[src/rtl/eewp_pkg.sv]
package eewp_pkg;

  localparam int STAT_W = 8;

  typedef enum logic [1:0] {
    PROT_NONE = 2'b00,
    PROT_QTR  = 2'b01,
    PROT_HALF = 2'b10,
    PROT_ALL  = 2'b11
  } prot_e;

  typedef enum logic [2:0] {
    OP_NONE  = 3'd0,
    OP_WREN  = 3'd1,
    OP_WRDI  = 3'd2,
    OP_WRSR  = 3'd3,
    OP_WRITE = 3'd4
  } op_e;

  typedef struct packed {
    logic       wpen;
    logic [1:0] bp;
  } nv_cfg_t;

  typedef struct packed {
    logic arr_grant;
    logic arr_block;
    logic sr_grant;
    logic sr_block;
    logic set_wel;
    logic clr_wel;
    logic start_wip;
    logic load_pend;
  } verdict_t;

endpackage

[src/rtl/eewp_cmd_arb.sv]
module eewp_cmd_arb
  import eewp_pkg::*;
(
  input  logic cmd_wren_i,
  input  logic cmd_wrdi_i,
  input  logic cmd_wrsr_i,
  input  logic cmd_write_i,
  output op_e  op_o
);

  // Fixed priority: array write, status write, disable, enable.
  always_comb begin
    if (cmd_write_i) begin
      op_o = OP_WRITE;
    end else if (cmd_wrsr_i) begin
      op_o = OP_WRSR;
    end else if (cmd_wrdi_i) begin
      op_o = OP_WRDI;
    end else if (cmd_wren_i) begin
      op_o = OP_WREN;
    end else begin
      op_o = OP_NONE;
    end
  end

endmodule

[src/rtl/eewp_bp_decode.sv]
module eewp_bp_decode
  import eewp_pkg::*;
#(
  parameter int ADDR_W = 12
) (
  input  logic [1:0]        bp_i,
  input  logic [ADDR_W-1:0] addr_i,
  output logic              hit_o
);

  localparam int MSB = ADDR_W - 1;

  logic [1:0] region;   // which quarter of the array the address falls in
  logic [2:0] thresh;   // lowest protected quarter, 4 means none

  assign region = addr_i[MSB -: 2];

  always_comb begin
    unique case (prot_e'(bp_i))
      PROT_NONE: thresh = 3'd4;
      PROT_QTR:  thresh = 3'd3;
      PROT_HALF: thresh = 3'd2;
      PROT_ALL:  thresh = 3'd0;
      default:   thresh = 3'd4;
    endcase
  end

  assign hit_o = ({1'b0, region} >= thresh);

endmodule

[src/rtl/eewp_guard.sv]
module eewp_guard
  import eewp_pkg::*;
#(
  parameter bit SMALL_DEV = 1'b0
) (
  input  op_e      op_i,
  input  logic     wip_i,
  input  logic     wel_i,
  input  logic     wpen_i,
  input  logic     wp_ni,
  input  logic     bp_hit_i,
  output verdict_t verdict_o
);

  logic wel_eff;   // latch value as seen by this cycle's decision
  logic set_ok;    // latch may be set this cycle
  logic sr_lock;   // pin currently guards the status byte

  generate
    if (SMALL_DEV) begin : g_small
      logic unused_wpen;
      assign unused_wpen = wpen_i;
      assign wel_eff     = wel_i & wp_ni;
      assign set_ok      = wp_ni;
      assign sr_lock     = 1'b0;
    end else begin : g_large
      assign wel_eff = wel_i;
      assign set_ok  = 1'b1;
      assign sr_lock = wpen_i & ~wp_ni;
    end
  endgenerate

  always_comb begin
    verdict_o = '0;
    unique case (op_i)
      OP_WREN: begin
        verdict_o.set_wel = ~wip_i & set_ok;
      end
      OP_WRDI: begin
        verdict_o.clr_wel = ~wip_i;
      end
      OP_WRSR: begin
        if (wip_i || !wel_eff || sr_lock) begin
          verdict_o.sr_block = 1'b1;
        end else begin
          verdict_o.sr_grant  = 1'b1;
          verdict_o.start_wip = 1'b1;
          verdict_o.load_pend = 1'b1;
        end
      end
      OP_WRITE: begin
        if (wip_i || !wel_eff || bp_hit_i) begin
          verdict_o.arr_block = 1'b1;
        end else begin
          verdict_o.arr_grant = 1'b1;
          verdict_o.start_wip = 1'b1;
        end
      end
      default: ;
    endcase
  end

endmodule

[src/rtl/eewp_status_regs.sv]
module eewp_status_regs
  import eewp_pkg::*;
#(
  parameter bit SMALL_DEV = 1'b0
) (
  input  logic              clk_i,
  input  logic              rst_ni,
  input  verdict_t          verdict_i,
  input  nv_cfg_t           wr_cfg_i,
  input  logic              wp_ni,
  input  logic              wcyc_done_i,
  input  logic              cmd_rdsr_i,
  output logic              wip_o,
  output logic              wel_o,
  output nv_cfg_t           cfg_o,
  output logic [STAT_W-1:0] status_o,
  output logic [STAT_W-1:0] rd_status_o,
  output logic              arr_grant_o,
  output logic              arr_block_o,
  output logic              sr_grant_o,
  output logic              sr_block_o
);

  localparam bit PIN_GATES_WEL = SMALL_DEV;

  logic              wip_q, wip_d;
  logic              wel_q, wel_d;
  nv_cfg_t           cfg_q;
  nv_cfg_t           pend_q;
  logic              pend_sr_q, pend_sr_d;
  logic [STAT_W-1:0] rd_q;
  logic [3:0]        pulse_q, pulse_d;
  logic [STAT_W-1:0] status;

  logic done_ok;
  logic cfg_en;
  logic pend_en;
  logic pend_sr_en;
  logic rd_en;

  assign done_ok    = wcyc_done_i & wip_q;
  assign cfg_en     = done_ok & pend_sr_q;
  assign pend_en    = verdict_i.load_pend;
  assign pend_sr_en = verdict_i.start_wip | done_ok;
  assign rd_en      = cmd_rdsr_i;

  assign status = {cfg_q.wpen, 3'b000, cfg_q.bp, wel_q, wip_q};

  // Next-state logic.
  always_comb begin
    wip_d = wip_q;
    if (verdict_i.start_wip) begin
      wip_d = 1'b1;
    end else if (done_ok) begin
      wip_d = 1'b0;
    end

    wel_d = wel_q;
    if (verdict_i.set_wel) begin
      wel_d = 1'b1;
    end
    if (verdict_i.clr_wel || done_ok) begin
      wel_d = 1'b0;
    end
    if (PIN_GATES_WEL && !wp_ni) begin
      wel_d = 1'b0;
    end

    pend_sr_d = verdict_i.load_pend;
    pulse_d   = {verdict_i.arr_grant, verdict_i.arr_block,
                 verdict_i.sr_grant,  verdict_i.sr_block};
  end

  // Registers.
  always_ff @(posedge clk_i or negedge rst_ni) begin
    if (!rst_ni) begin
      wip_q     <= 1'b0;
      wel_q     <= 1'b0;
      cfg_q     <= '0;
      pend_q    <= '0;
      pend_sr_q <= 1'b0;
      rd_q      <= '0;
      pulse_q   <= '0;
    end else begin
      wip_q   <= wip_d;
      wel_q   <= wel_d;
      pulse_q <= pulse_d;
      if (cfg_en) begin
        cfg_q <= pend_q;
      end
      if (pend_en) begin
        pend_q <= wr_cfg_i;
      end
      if (pend_sr_en) begin
        pend_sr_q <= pend_sr_d;
      end
      if (rd_en) begin
        rd_q <= status;
      end
    end
  end

  assign wip_o       = wip_q;
  assign wel_o       = wel_q;
  assign cfg_o       = cfg_q;
  assign status_o    = status;
  assign rd_status_o = rd_q;
  assign arr_grant_o = pulse_q[3];
  assign arr_block_o = pulse_q[2];
  assign sr_grant_o  = pulse_q[1];
  assign sr_block_o  = pulse_q[0];


  wip_hold_chk: assert property (@(posedge clk_i) disable iff (!rst_ni)
    wip_q && !wcyc_done_i |=> wip_q);


  done_clear_chk: assert property (@(posedge clk_i) disable iff (!rst_ni)
    wip_q && wcyc_done_i |=> !wip_q && !wel_q);


  cfg_only_on_done_chk: assert property (@(posedge clk_i) disable iff (!rst_ni)
    !(wip_q && wcyc_done_i) |=> $stable(cfg_q));


  idle_done_chk: assert property (@(posedge clk_i) disable iff (!rst_ni)
    !wip_q && wcyc_done_i && !verdict_i.start_wip |=> !wip_q);

  generate
    if (SMALL_DEV) begin : g_small_chk

      pin_low_clears_chk: assert property (@(posedge clk_i) disable iff (!rst_ni)
        !wp_ni |=> !wel_q);

      wpen_zero_chk: assert property (@(posedge clk_i) disable iff (!rst_ni)
        !cfg_q.wpen);
    end
  endgenerate

endmodule

[src/rtl/eewp_ctrl.sv]
module eewp_ctrl
  import eewp_pkg::*;
#(
  parameter bit SMALL_DEV = 1'b0,
  parameter int ADDR_W    = 12
) (
  input  logic              clk_i,
  input  logic              rst_ni,
  input  logic              cmd_wren_i,
  input  logic              cmd_wrdi_i,
  input  logic              cmd_wrsr_i,
  input  logic [7:0]        sr_wdata_i,
  input  logic              cmd_write_i,
  input  logic [ADDR_W-1:0] wr_addr_i,
  input  logic              cmd_rdsr_i,
  input  logic              wp_ni,
  input  logic              wcyc_done_i,
  output logic [7:0]        status_o,
  output logic [7:0]        rd_status_o,
  output logic              arr_grant_o,
  output logic              arr_block_o,
  output logic              sr_grant_o,
  output logic              sr_block_o
);

  op_e      op;
  verdict_t verdict;
  nv_cfg_t  cfg;
  nv_cfg_t  wr_cfg;
  logic     wip;
  logic     wel;
  logic     bp_hit;
  logic     unused_sr_bits;

  assign unused_sr_bits = ^{sr_wdata_i[7], sr_wdata_i[6:4], sr_wdata_i[1:0]};

  generate
    if (SMALL_DEV) begin : g_cfg_small
      assign wr_cfg = '{wpen: 1'b0, bp: sr_wdata_i[3:2]};
    end else begin : g_cfg_large
      assign wr_cfg = '{wpen: sr_wdata_i[7], bp: sr_wdata_i[3:2]};
    end
  endgenerate

  eewp_cmd_arb u_arb (
    .cmd_wren_i  (cmd_wren_i),
    .cmd_wrdi_i  (cmd_wrdi_i),
    .cmd_wrsr_i  (cmd_wrsr_i),
    .cmd_write_i (cmd_write_i),
    .op_o        (op)
  );

  eewp_bp_decode #(.ADDR_W(ADDR_W)) u_bp (
    .bp_i   (cfg.bp),
    .addr_i (wr_addr_i),
    .hit_o  (bp_hit)
  );

  eewp_guard #(.SMALL_DEV(SMALL_DEV)) u_guard (
    .op_i      (op),
    .wip_i     (wip),
    .wel_i     (wel),
    .wpen_i    (cfg.wpen),
    .wp_ni     (wp_ni),
    .bp_hit_i  (bp_hit),
    .verdict_o (verdict)
  );

  eewp_status_regs #(.SMALL_DEV(SMALL_DEV)) u_regs (
    .clk_i       (clk_i),
    .rst_ni      (rst_ni),
    .verdict_i   (verdict),
    .wr_cfg_i    (wr_cfg),
    .wp_ni       (wp_ni),
    .wcyc_done_i (wcyc_done_i),
    .cmd_rdsr_i  (cmd_rdsr_i),
    .wip_o       (wip),
    .wel_o       (wel),
    .cfg_o       (cfg),
    .status_o    (status_o),
    .rd_status_o (rd_status_o),
    .arr_grant_o (arr_grant_o),
    .arr_block_o (arr_block_o),
    .sr_grant_o  (sr_grant_o),
    .sr_block_o  (sr_block_o)
  );


  start_needs_wel_chk: assert property (@(posedge clk_i) disable iff (!rst_ni)
    $rose(status_o[0]) |-> $past(status_o[1]));


  busy_no_grant_chk: assert property (@(posedge clk_i) disable iff (!rst_ni)
    status_o[0] && (cmd_write_i || cmd_wrsr_i) |=> !arr_grant_o && !sr_grant_o);


  bp_block_chk: assert property (@(posedge clk_i) disable iff (!rst_ni)
    cmd_write_i && !status_o[0] && status_o[1] && bp_hit |=> arr_block_o && status_o[1]);

  generate
    if (!SMALL_DEV) begin : g_large_chk

      pin_guards_sr_chk: assert property (@(posedge clk_i) disable iff (!rst_ni)
        status_o[7] && !wp_ni && cmd_wrsr_i && !cmd_write_i |=> sr_block_o);
    end
  endgenerate

endmodule

[config.mk]
export PLATFORM = sky130hd
export DESIGN_NAME = eewp_ctrl
export DESIGN_NICKNAME = d
export VERILOG_FILES = /design/src/rtl/eewp_pkg.sv /design/src/rtl/eewp_cmd_arb.sv /design/src/rtl/eewp_bp_decode.sv /design/src/rtl/eewp_guard.sv /design/src/rtl/eewp_status_regs.sv /design/src/rtl/eewp_ctrl.sv
export SDC_FILE = /design/constraint.sdc
export NUM_CORES = 1
export LEC_CHECK = 0
export ABC_CLOCK_PERIOD_IN_PS = 3000
export BUFFER_PORTS_ARGS = -buffer_cell sky130_fd_sc_hd__buf_2
export CAP_MARGIN = 5
export CORE_ASPECT_RATIO = 1.5
export CORE_MARGIN = 4
export CORE_UTILIZATION = 35
export CTS_BUF_LIST = sky130_fd_sc_hd__clkbuf_8 sky130_fd_sc_hd__clkbuf_16
export CTS_CLUSTER_DIAMETER = 120
export DETAILED_ROUTE_END_ITERATION = 8
export GPL_ROUTABILITY_DRIVEN = 0
export PLACE_DENSITY_LB_ADDON = 0.25
export SKIP_CTS_REPAIR_TIMING = 1
export SYNTH_ARGS = -nofsm -noshare
export SYNTH_HDL_FRONTEND = slang
export SYNTH_SLANG_ARGS = --single-unit
[constraint.sdc]
create_clock -name clk_i -period 3 [get_ports clk_i]
set_input_delay 0 -clock clk_i [delete_from_list [all_inputs] [get_ports clk_i]]
set_output_delay 0 -clock clk_i [all_outputs]
set_load 0.01 [all_outputs]
Yosys cells after proc, flatten, opt, wreduce, memory -nomap -nowiden
Index checks and enable logic that the tools add are counted.
Widths: inputs -> output; s select.
Cells by class
  order comparisons: 1
  equal/unequal tests: 7
  mux-type cells: 20
  bitwise logic cells: 6
  reduce and logical (&&, ||, !) cells: 8
Operator list (count)
  $mux 1: 12
  $pmux 3 s4: 1
  $mux 3: 3
  $eq 3x2->1 const B: 2
  $mux 2: 3
  $eq 2x2->1 const B: 2
  $logic_or 1x1->1: 4
  $reduce_bool 2->1: 2
  $and 1x1->1: 3
  $eq 3x1->1 const B: 1
  $eq 3x3->1 const B: 1
  $ge 2x3->1: 1
  $eq 2x1->1 const B: 1
  $logic_not 2->1: 1
  $not 1->1: 2
  $pmux 1 s2: 1
  $logic_not 1->1: 1
  $or 1x1->1: 1
Storage, ports and cells
  register bits: 18
  input port bits: 29
  output and inout port bits: 20

Depth between registers and ports, before layout
Gate-level depths: netlist (run 1).
  word-level depth: 8
  gate-level depth with buffers: 7
  mapped depth without buffers: 7

By module
Synthesis (run 1) repeated with hierarchy kept, for this count alone.
Second synthesis, totals
  cell total of the unflattened synthesis: 79
  area, all modules: 932.1 um2
Modules (own cells, without submodules)
  eewp_status_regs: instances 1, cells an instance 48, area each 710.7 um2, seq. area each 450.4 um2
  eewp_guard: instances 1, cells an instance 14, area each 102.6 um2, seq. area each 0.0 um2
  eewp_bp_decode: instances 1, cells an instance 11, area each 85.1 um2, seq. area each 0.0 um2
  eewp_cmd_arb: instances 1, cells an instance 6, area each 33.8 um2, seq. area each 0.0 um2

Worst setup path after synthesis (run 1)
No wires, ideal clock.
  kind: register to register
  start: register u_regs.cfg_q, in the netlist u_regs.cfg_o[0]
  end: register u_regs.pend_sr_q
  setup time: 0.120 ns
  arrival time: 1.507 ns
  data required time: 2.880 ns
  path slack: 1.373 ns
  stages on the path, launching flop included: 8
  period minus slack after synthesis: 1.627 ns
  path through: dfrtp_1 inv_1 ha_1 inv_1 ha_1 nand2b_1 o2111ai_1 a31o_2
Between the ends
  cells in the longest elaborated chain, start to end: 7
  elaborated cells between the ends (all ways): 10
  classes of those cells: order compare: 1; eq/ne: 3; mux: 3; bitwise: 1; reduce/logical: 2
Ends and longest elaborated chain
  start: declaration: RTL line eewp_status_regs.sv:28  | nv_cfg_t cfg_q;
  start signal: assignment: RTL line eewp_status_regs.sv:89  | cfg_q <= pend_q;
  $eq 2x2->1, or another cell as far along: RTL line eewp_bp_decode.sv:19  | unique case (prot_e'(bp_i))
  $pmux 3 s4 *: RTL line eewp_bp_decode.sv:19
  $ge 2x3->1 *: RTL line eewp_bp_decode.sv:28  | assign hit_o = ({1'b0, region} >= thresh);
  $logic_or 1x1->1 *: RTL line eewp_guard.sv:52  | if (wip_i || !wel_eff || bp_hit_i) begin
  $mux 1 *: RTL line eewp_guard.sv:52
  $pmux 1 s2 *: RTL line eewp_guard.sv:35  | unique case (op_i)
  $or 1x1->1 *: RTL line eewp_status_regs.sv:44  | assign pend_sr_en = verdict_i.start_wip | done_ok;
  end signal: assignment: RTL line eewp_status_regs.sv:95  | pend_sr_q <= pend_sr_d;
  end: declaration: RTL line eewp_status_regs.sv:30  | logic pend_sr_q, pend_sr_d;
Every way passes the cells marked *; elsewhere a longest branch is shown, timed or not.
A chain may end at the register's enable or synchronous reset.

Worst setup path after layout (run 1)
  start: register u_regs.cfg_q, in the netlist u_regs.cfg_o[1]
  end: register u_regs.wip_q (netlist: u_regs.wip_o)
Between the ends
  cells in the longest elaborated chain, start to end: 7
  elaborated cells between the ends (all ways): 11
  classes of those cells: order compare: 1; eq/ne: 3; mux: 4; reduce/logical: 3
Ends and longest elaborated chain
  $eq 2x2->1, or another cell as far along: RTL line eewp_bp_decode.sv:19
  $pmux 3 s4 *: RTL line eewp_bp_decode.sv:19
  $ge 2x3->1 *: RTL line eewp_bp_decode.sv:28
  $logic_or 1x1->1 *: RTL line eewp_guard.sv:52
  $mux 1 *: RTL line eewp_guard.sv:52
  $pmux 1 s2 *: RTL line eewp_guard.sv:35
  $mux 1 or $reduce_bool 2->1 (tied branches)
  end signal: assignment: RTL line eewp_status_regs.sv:85  | wip_q <= wip_d;
  end: declaration: RTL line eewp_status_regs.sv:26  | logic wip_q, wip_d;
Marked as above.

==> flow_summary_export.csv, run 1 <==
group,metric,value,unit
run_status,status,"complete, no violations",
sta,tns,0,ps
clock_tree,cts_buffers,3,
layout,utilization,47.3,%
worst_setup_path,critPathKind,"reg2reg",
power,powerDensity,882,mW/mm^2
floorplan,fp.dieW,48.8,um
logic_synthesis,synth_area_leaders,"dfrtp_1, mux2_2, buf_4, ha_1, mux2_4",
logic_synthesis,synth.distinct_cells,23,
sta,fmax,0.572,GHz
worst_hold_path,hold_path.class,"in2reg",
worst_setup_path,path_cells,"inv_1 > ha_1 > inv_1 > ha_1 > nand2b_1 > o2111ai_1 > o221ai_1",
logic_synthesis,ys_seq_area_share,51.5,%
logic_synthesis,yosys_warnings,0,
placed_design,dp_hpwl,1200,um
power,vdd.ir_drop.worst,326,uV
sta,fin_crit,1750,ps
sta,report.final.slew_viol_count,0,
logic_synthesis,yosysTopAreaCellShare,51.5,%
worst_setup_path,max_stage_delay,390,ps
detailed_routing,postRouteAntennaNets,0,
placed_design,io_buffers,27,
worst_setup_path,cp_data_arrival_time,1850,ps
detailed_routing,first_pass_iters,2,
layout,nets,135,
clock_tree,cts_htree_levels,1,
layout,final_cell_mix,"buf_2, dfrtp_1, mux2_2",
sta,rsz0062_at_grt,"false",
logic_synthesis,syn_inst,69,
detailed_routing,drc_errors,0,
clock_tree,clk_pin_slew,60,ps
power,p_comb_share,37.7,%
floorplan,row_count,21,
power,clkPwrFrac,19.6,%
detailed_routing,via_per_inst,4.76,
sta,hold_violations,0,
power,swShare,32.1,%
logic_synthesis,syn_area,875,sq um
grt,grt_usage,9.57,%
logic_synthesis,avgSynthCellArea,12.7,sq um
logic_synthesis,synth_xor_area_share,0,%
sta,setup_violations,0,
logic_synthesis,synth-seq-cells,18,
worst_setup_path,endpoint_kind,"register",
floorplan,fp.coreArea,0.00231,sq mm
power,p_leak,0.586,nW
grt,first_global_vias,577,
worst_setup_path,cp_max_fo,4,
clock_tree,cts_buffer_depth,2,
sta,finalClockSkew,0.514,ps
detailed_routing,num_vias,590,
floorplan,die_area,0.00338,sq mm
logic_synthesis,synth_compound_area_share,6.01,%
sta,period_share,58.3,%
layout,syn2layout_area_growth,25.0,%
clock_tree,cts_tree,"yes",
worst_setup_path,worstPathRequired,3100,ps
layout,layout.cells.non_filler,124,
logic_synthesis,synth_top_family_by_area,"multiplexers",
power,p_seq_share,42.7,%
grt,antenna_found_initial,0,
clock_tree,clock-root-buffer,"clkbuf_8",
logic_synthesis,yosys.area_share.adder,5.72,%
layout,final_common_cell,"buf_2",
detailed_routing,wl_per_cell,12.6,um
sta,hold_slack,25.4,ps
floorplan,die_y,69.2,um
logic_synthesis,synth-simple-area-share,9.30,%
logic_synthesis,synth_largest_area_cell,"dfrtp_1",
power,p_int,0.655,mW
logic_synthesis,synthMuxAreaShare,15.5,%
layout,antennaDiodeCount,0,
worst_setup_path,crit_slowest_cell,"dfrtp_1",
job,drv_cap,0,
grt,grt_max_degree,19,
worst_setup_path,critPathLaunchType,"register",
clock_tree,clk_latency,240,ps
placed_design,dp_cells,114,
layout,drive_above_1_share,44.6,%
floorplan,initial_core_util,37.8,%
detailed_routing,wl,1560,um
floorplan,io_pins,49,
detailed_routing,drtIter0Drc,11,
clock_tree,cts.sinks,18,
power,p_switching,0.309,mW
grt,grt_pass1_wl,2590,um
grt,overflow,0,
stage by stage:
| step | area [sq um] | power, mW | setup WS (ps) |
|---|---|---|---|
| global placement | 978 | 0.759 | 1250 |
| detailed placement | 978 | 0.770 | 1210 |
| global route | 1090 | 1.05 | 1100 |
| finish | 1090 | 0.964 | 1250 |
| CTS | 1030 | 0.966 | 1220 |
| floorplan | 893 | 0.671 | 1370 |
state kept, by name, summed over array words and instances, names as in the netlist:
name                flops
u_regs.rd_status_o      5
u_regs.pulse_q          4
u_regs.cfg_o            3
u_regs.pend_q           3
u_regs.pend_sr_q        1
u_regs.wel_o            1
u_regs.wip_o            1
kinds of logic after synthesis:
kind of cell | count (synthesis)
flops | 18
buf+inv | 16
simple gates | 12
mux | 11
compound gates | 7
fa+ha+maj | 4
other cells | 1
cell usage after synthesis, drive strengths merged:
master   instances
dfrtp           18
mux2            11
buf             10
inv              6
ha               4
nand2b           4
a21oi            2
nand2            2
nor2b            2
a221oi           1
a31o             1
and2             1
and4b            1
conb             1
nand3            1
nor3             1
o2111ai          1
o211ai           1
o221ai           1
routing by layer:
metal	share of wire [%]	global-route usage [%]	vias to the layer above	wire, um
met5	0	0	-	0
met2	49	15.3	22	765
met3	8.7	3.44	2	135
met4	0.83	3.59	0	13
met1	41	11.6	281	644
li1	-	-	285	-
area by class of cell:
class	instances	area, sq um
clock buffer	4	55.1
tap	23	28.8
sequential	18	450
fill	240	1220
inverter	6	22.5
timing repair buffer	33	195
multi-input combinational	40	342
worst max-delay path: cells and delay by family, from the launching register on:
| kind | cells | cell delay, ps |
|---|---|---|
| DFF | 1 | 390 |
| buffers and inverters | 2 | 130 |
| adders and majority gates | 2 | 540 |
| and+or+nand+nor | 1 | 70 |
| AOI/OAI and AO/OA | 2 | 470 |
worst paths after layout:
kind | from | cells after the start | endpoint | slack [ps]
worst max-delay path | u_regs.cfg_o[1] | 7 | u_regs.wip_o | 1250
min in group asynchronous | rst_ni | 2 | u_regs.pulse_q[3] | 210
max in group asynchronous | rst_ni | 2 | u_regs.cfg_o[1] | 2520
worst min register to register | u_regs.rd_status_o[0] | 1 | u_regs.rd_status_o[0] | 500
worst min-delay path | cmd_write_i | 2 | u_regs.pulse_q[2] | 30
worst max register to register | u_regs.cfg_o[1] | 7 | u_regs.wip_o | 1250
power by group through the flow:
stage,Sequential (mW),Combinational [mW],Clock [mW]
final,0.412,0.364,0.189
after global routing,0.426,0.414,0.207
after CTS,0.412,0.356,0.197
after detailed placement,0.415,0.355,0
after global placement,0.414,0.345,0
after floorplan,0.431,0.240,0
(Power assumes the default switching activity.)
==> run 2, diff against run 1 <==
--- a/config.mk
+++ b/config.mk
@@ -5,7 +5,8 @@
 export SDC_FILE = /design/constraint.sdc
 export NUM_CORES = 1
 export LEC_CHECK = 0
-export ABC_CLOCK_PERIOD_IN_PS = 3000
+export ABC_AREA = 1
+export ABC_CLOCK_PERIOD_IN_PS = 1800
 export BUFFER_PORTS_ARGS = -buffer_cell sky130_fd_sc_hd__buf_2
 export CAP_MARGIN = 5
 export CORE_ASPECT_RATIO = 1.5
==> constraint.sdc (replaced) <==
create_clock -name clk_i -period 1.8 [get_ports clk_i]
set_input_delay 0 -clock clk_i [delete_from_list [all_inputs] [get_ports clk_i]]
set_output_delay 0 -clock clk_i [all_outputs]
set_load 0.01 [all_outputs]
==> run 2 against run 1 <==
Against the previous run: the run now ends with negative hold slack left; largest power group unchanged; first-iteration DRC count is 36% lower; flip-flop and latch count stayed put; hold slack got worse by 65 ps; sequential share of layout area rose by 0.62 points; die area increased by 0.98%; clock skew grew 0.70 ps; sequential power grew 55%.
==> flow_summary_export.csv, run 2 <==
group,metric,value,unit
run_status,status,"finished with violations",
run_status,violations,"negative hold slack",
clock_tree,cts.sinks,18,
logic_synthesis,yosysMostFrequentCell,"dfrtp_1",
logic_synthesis,synth_edf_count,0,
layout,layout.cells.non_filler,148,
worst_setup_path,crit_slowest_cell,"dfrtp_1",
power,clkPwrFrac,18.5,%
power,vdd.ir_drop.worst,511,uV
clock_tree,clock-root-buffer,"clkbuf_8",
layout,seq_area,450,sq um
power,p_seq_share,43.8,%
logic_synthesis,yosysTopAreaCellShare,50.9,%
detailed_routing,num_vias,655,
logic_synthesis,yosys.area_share.adder,5.66,%
layout,multi_input_area,308,sq um
logic_synthesis,synth-seq-cells,18,
layout,syn2layout_area_growth,21.8,%
grt,grt_pass1_wl,2770,um
worst_setup_path,cp_data_arrival_time,1730,ps
logic_synthesis,synth_area_leaders,"dfrtp_1, buf_4, nand2_1, inv_1, ha_1",
layout,final_common_cell,"buf_2",
detailed_routing,first_pass_iters,2,
placed_design,dp_hpwl,1350,um
clock_tree,cts_buffers,3,
sta,report.final.slew_viol_count,0,
detailed_routing,drc_errors,0,
sta,rsz0062_at_grt,"false",
job,drv_cap,0,
sta,hold_violations,1,
layout,final_cell_mix,"buf_2, dfrtp_1, nand2_1",
logic_synthesis,synth.distinct_cells,20,
grt,grt_max_degree,19,
floorplan,die_area,0.00341,sq mm
worst_hold_path,hold_path.class,"in2reg",
clock_tree,cts_buffer_depth,2,
layout,drive_above_1_share,30.6,%
power,swShare,36.2,%
grt,antenna_found_initial,0,
worst_setup_path,path_cells,"inv_1 > ha_1 > inv_1 > ha_1 > nand2_1 > nand2_1 > nand2_1 > nand3_1 > nand2_1 > nand2_1",
detailed_routing,wl_per_cell,11.2,um
clock_tree,clk_latency,250,ps
logic_synthesis,synthMuxAreaShare,2.55,%
sta,period_share,88.5,%
logic_synthesis,synth_top_family_by_area,"simple AND/OR/NAND/NOR gates",
logic_synthesis,synth_common_cells,"dfrtp_1, nand2_1, inv_1",
logic_synthesis,synth-simple-area-share,17.7,%
placed_design,place_area,996,sq um
floorplan,die_y,69.6,um
grt,grt_usage,10.3,%
logic_synthesis,synth_largest_area_cell,"dfrtp_1",
worst_setup_path,critPathLaunchType,"register",
logic_synthesis,syn_area,885,sq um
power,powerDensity,1360,mW/mm^2
clock_tree,cts_tree,"yes",
worst_setup_path,max_stage_delay,370,ps
floorplan,initial_core_util,36.5,%
worst_setup_path,critPathKind,"reg2reg",
layout,nets,159,
sta,fmax,0.628,GHz
power,p_switching,0.529,mW
layout,antennaDiodeCount,0,
grt,first_global_vias,642,
logic_synthesis,yosys_warnings,0,
logic_synthesis,synth_ff_type,"dfrtp_1",
logic_synthesis,async_flop_share,100,%
power,p_comb_share,37.8,%
placed_design,dp_cells,141,
sta,setup_violations,0,
layout,largest_reg_flops,5,
worst_setup_path,cp_common_cell,"nand2_1",
floorplan,io_pins,49,
worst_setup_path,endpoint_kind,"register",
detailed_routing,wl,1650,um
sta,finalClockSkew,1.22,ps
detailed_routing,via_per_inst,4.43,
floorplan,row_count,22,
logic_synthesis,syn_inst,95,
sta,hold_slack,-39.6,ps
logic_synthesis,synth_xor_area_share,0,%
logic_synthesis,avgSynthCellArea,9.31,sq um
detailed_routing,drtIter0Drc,7,
detailed_routing,postRouteAntennaNets,0,
power,p_int,0.933,mW
logic_synthesis,synth_compound_area_share,6.36,%
worst_setup_path,worstPathRequired,1940,ps
logic_synthesis,ys_seq_area_share,50.9,%
clock_tree,cts_htree_levels,1,
worst_setup_path,cp_max_fo,3,
grt,overflow,0,
sta,tns,0,ps
layout,final_area,0.00108,sq mm
placed_design,io_buffers,27,
power,p_leak,0.621,nW
sta,fin_crit,1590,ps
layout,fill_cells,269,
clock_tree,clk_pin_slew,60,ps
floorplan,fp.coreArea,0.00242,sq mm
floorplan,fp.dieW,49.1,um
-- run 2: changes by cell type in the layout (fill, tap and decap cells not counted), moves of 3 or more --
cell      change
mux2_2        -6
inv_1        +10
nor2_1        +7
nand2_1      +15
mux2_4        -3
a21oi_1       +5
nand2b_1      -3
-- run 2: worst paths after layout --
path	start	to	slack (ps)	cells after the start
worst max-delay path	u_regs.cfg_o[0]	u_regs.pend_sr_q	210	10
worst min-delay path	sr_wdata_i[3]	u_regs.pend_q[1]	-40	3
worst max register to register	u_regs.cfg_o[0]	u_regs.pend_sr_q	210	10
worst min register to register	u_regs.pend_q[0]	u_regs.pend_q[0]	480	2
max in group asynchronous	rst_ni	u_regs.wip_o	1320	2
min in group asynchronous	rst_ni	u_regs.rd_status_o[2]	210	2
-- run 2: layout make-up --
class / instances / area share (%)
clock buffer: 3 / 3.83
inverter: 18 / 6.74
multi-input combinational: 54 / 28.6
sequential: 18 / 41.8
tap: 24 / 2.79
timing repair buffer: 31 / 16.3
-- run 2: stage by stage --
step           util (%)  setup slack [ps]  power (mW)
6_report           44.5               208        1.46
5_1_grt            44.5              31.3        1.61
4_1_cts            42.8               181        1.49
3_5_place_dp       41.1               189        1.21
3_3_place_gp       41.1               218        1.18
2_1_floorplan         -               300        1.04
-- run 2: layer usage --
metal | vias to the layer above | routed length (um) | track usage [%] | part of all wire (%)
li1 | 334 | - | - | -
met1 | 301 | 580 | 11.0 | 35
met2 | 16 | 953 | 18.8 | 58
met3 | 4 | 91 | 2.15 | 5.5
met4 | 0 | 26 | 4.49 | 1.6
met5 | - | 0 | 0 | 0
-- run 2: power by group through the flow --
| stage | clock network [mW] | registers [mW] | logic [mW] |
|---|---|---|---|
| 2_1_floorplan | 0 | 0.678 | 0.360 |
| 3_3_place_gp | 0 | 0.639 | 0.543 |
| 3_5_place_dp | 0 | 0.650 | 0.564 |
| 4_1_cts | 0.284 | 0.643 | 0.565 |
| 5_1_grt | 0.302 | 0.661 | 0.646 |
| 6_report | 0.270 | 0.640 | 0.552 |
-- run 2: critical path: cells and delay by family (launching register included) --
family | cells | cell delay [ps]
AND/OR/NAND/NOR | 6 | 440
flip-flops | 1 | 370
buffers and inverters | 2 | 120
adder cells (fa/ha/maj) | 2 | 540
-- run 2: kinds of logic after synthesis --
logic type | after synthesis
AND/OR/NAND/NOR | 32
AO/OA/AOI/OAI | 10
adder cells (fa/ha/maj) | 4
buffers and inverters | 28
other | 1
multiplexers | 2
flip-flops | 18
==> run 3, diff against run 2 <==
--- a/config.mk
+++ b/config.mk
@@ -6,11 +6,11 @@
 export NUM_CORES = 1
 export LEC_CHECK = 0
 export ABC_AREA = 1
-export ABC_CLOCK_PERIOD_IN_PS = 1800
+export ABC_CLOCK_PERIOD_IN_PS = 1400
 export BUFFER_PORTS_ARGS = -buffer_cell sky130_fd_sc_hd__buf_2
 export CAP_MARGIN = 5
 export CORE_ASPECT_RATIO = 1.5
-export CORE_MARGIN = 4
+export CORE_MARGIN = 2
 export CORE_UTILIZATION = 35
 export CTS_BUF_LIST = sky130_fd_sc_hd__clkbuf_8 sky130_fd_sc_hd__clkbuf_16
 export CTS_CLUSTER_DIAMETER = 120
@@ -18,6 +18,7 @@
 export GPL_ROUTABILITY_DRIVEN = 0
 export PLACE_DENSITY_LB_ADDON = 0.25
 export SKIP_CTS_REPAIR_TIMING = 1
+export SLEW_MARGIN = 10
 export SYNTH_ARGS = -nofsm -noshare
 export SYNTH_HDL_FRONTEND = slang
 export SYNTH_SLANG_ARGS = --single-unit
==> constraint.sdc (replaced) <==
create_clock -name clk_i -period 1.4 [get_ports clk_i]
set_input_delay 0 -clock clk_i [delete_from_list [all_inputs] [get_ports clk_i]]
set_output_delay 0 -clock clk_i [all_outputs]
set_load 0.01 [all_outputs]
==> run 3 against run 2 <==
Against the previous run: flip-flop and latch count did not move; via count rose by 6.9%; clock skew rose by 1.8 ps; the run ends with negative setup slack left; sequential power rose by 30%; routed wire length rose by 6.0%; total power rose by 53%; clock power rose by 59%; core utilization rose by 5.0 points; sequential share of layout area fell by 4.2 points; hold slack improved by 58 ps; register-to-register slack got worse by 310 ps.
==> flow_summary_export.csv, run 3 (synthesis gave the netlist of run 2 again) <==
group,metric,value,unit
floorplan,die_y,65.6,um
worst_setup_path,endpoint_kind,"register",
power,p_leak,0.657,nW
worst_setup_path,worstSetupEndpoint,"u_regs.pend_sr_q",
layout,final_area,0.00120,sq mm
job,drv_cap,0,
clock_tree,cts_tree,"yes",
sta,fmax,0.668,GHz
worst_setup_path,cp_data_arrival_time,1650,ps
detailed_routing,via_per_inst,4.49,
sta,fin_crit,1500,ps
detailed_routing,wl_per_cell,11.2,um
grt,met3_usage,3.30,%
floorplan,row_count,22,
worst_setup_path,reg2reg_from,"u_regs.cfg_o[0]",
run_status,status,"finished with violations",
layout,largest_reg_flops,5,
power,vdd.ir_drop.worst,848,uV
worst_setup_path,critPathLaunchType,"register",
sta,setup_violations,4,
detailed_routing,postRouteAntennaNets,0,
grt,met1_usage,14.7,%
layout,final_common_cell,"buf_2",
sta,rsz0062_at_grt,"true",
worst_setup_path,ff2ff_path_depth,10,
detailed_routing,drtIter0Drc,7,
worst_setup_path,cp_max_fo,3,
layout,nets,166,
worst_setup_path,ff2ff_setup_slack,-100,ps
layout,fill_cells,252,
worst_setup_path,crit_path_start,"u_regs.cfg_o[0]",
placed_design,dp_cells,145,
layout,syn2layout_area_growth,35.5,%
detailed_routing,wl,1750,um
clock_tree,cts.sinks,18,
run_status,violations,"negative setup slack",
clock_tree,clk_latency,260,ps
clock_tree,clk_pin_slew,70,ps
layout,antennaDiodeCount,0,
detailed_routing,num_vias,700,
sta,tns,-214,ps
power,powerDensity,1870,mW/mm^2
floorplan,initial_core_util,36.5,%
grt,antenna_found_initial,0,
sta,period_share,107,%
worst_setup_path,critPathKind,"reg2reg",
grt,grt_usage,13.0,%
placed_design,place_area,0.00103,sq mm
placed_design,pre_cts_ws,-88.8,ps
grt,grt_pass1_wl,2760,um
grt,overflow,0,
clock_tree,cts_buffer_depth,2,
worst_hold_path,hold_path.class,"in2reg",
clock_tree,cts_htree_levels,1,
worst_setup_path,r2r-end,"u_regs.pend_sr_q",
layout,final_cell_mix,"buf_2, dfrtp_1, inv_1, nand2_1",
floorplan,die_area,0.00295,sq mm
sta,hold_violations,0,
placed_design,io_buffers,27,
placed_design,dp_hpwl,1260,um
floorplan,io_pins,49,
sta,finalClockSkew,3.01,ps
sta,report.final.slew_viol_count,0,
layout,layout.cells.non_filler,156,
grt,top_usage_layer,"met2",
detailed_routing,first_pass_iters,2,
grt,first_global_vias,674,
floorplan,fp.dieW,45.1,um
floorplan,fp.coreArea,0.00242,sq mm
layout,drive_above_1_share,42.4,%
worst_setup_path,worstPathRequired,1550,ps
clock_tree,cts_buffers,3,
grt,grt_max_degree,19,
sta,final.setup.worst_slack,-97.3,ps
clock_tree,clock-root-buffer,"clkbuf_8",
grt,use_met2,21.3,%
detailed_routing,drc_errors,0,
run 3: changes by cell type in the layout (fill, tap and decap cells not counted), moves of 3 or more:
| cell | delta |
|---|---|
| buf_4 | +6 |
| ha_1 | -3 |
| ha_4 | +3 |
| inv_1 | -3 |
| inv_2 | +3 |
| nand2_1 | -4 |
| nand2_2 | +4 |
run 3: worst min path at each step:
stage | startpoint | to | cells past startpoint
6_report | cmd_wren_i | u_regs.wel_o | 3
3_3_place_gp | rst_ni | u_regs.pulse_q[0] | 1
2_1_floorplan | rst_ni | u_regs.cfg_o[0] | 0
5_1_grt | cmd_rdsr_i | u_regs.rd_status_o[2] | 2
3_5_place_dp | rst_ni | u_regs.pulse_q[0] | 1
4_1_cts | rst_ni | u_regs.rd_status_o[1] | 1
run 3: layout make-up:
type	instances	area [sq um]	area share, %
Sequential cell	18	450	37.6
Multi-Input combinational cell	54	360	30.1
Timing Repair Buffer	38	230	19.2
Inverter	18	72.6	6.05
Clock buffer	4	55.1	4.59
Tap cell	24	30.0	2.51
run 3: worst max-delay path: stages, from the launching register on:
cell,delay (ps)
dfrtp_1,420
inv_2,70
ha_4,260
inv_2,40
ha_4,230
nand2_2,50
nand2_2,50
nand2_2,70
nand3_2,80
nand2_1,70
nand2_1,40
run 3: layer usage:
metal	vias to the layer above	routed length (um)
met5	-	0
met3	4	70
met4	0	32
met1	330	748
met2	18	899
li1	348	-
run 3: metrics by stage:
| stage | hold slack [ps] | power [mW] | utilization [%] |
|---|---|---|---|
| final | 18.3 | 2.24 | 49.5 |
| after global routing | 37.5 | 2.42 | 49.5 |
| after CTS | -330 | 2.07 | 44.8 |
| after detailed placement | -50.2 | 1.63 | 42.6 |
| after global placement | -50.1 | 1.61 | 42.6 |
| after floorplan | -296 | 1.35 | - |
run 3: report_power, final:
group          switching (mW)  internal (mW)  total (mW)
clock network           0.180          0.250       0.430
registers               0.122          0.712       0.834
logic                   0.512          0.463       0.975
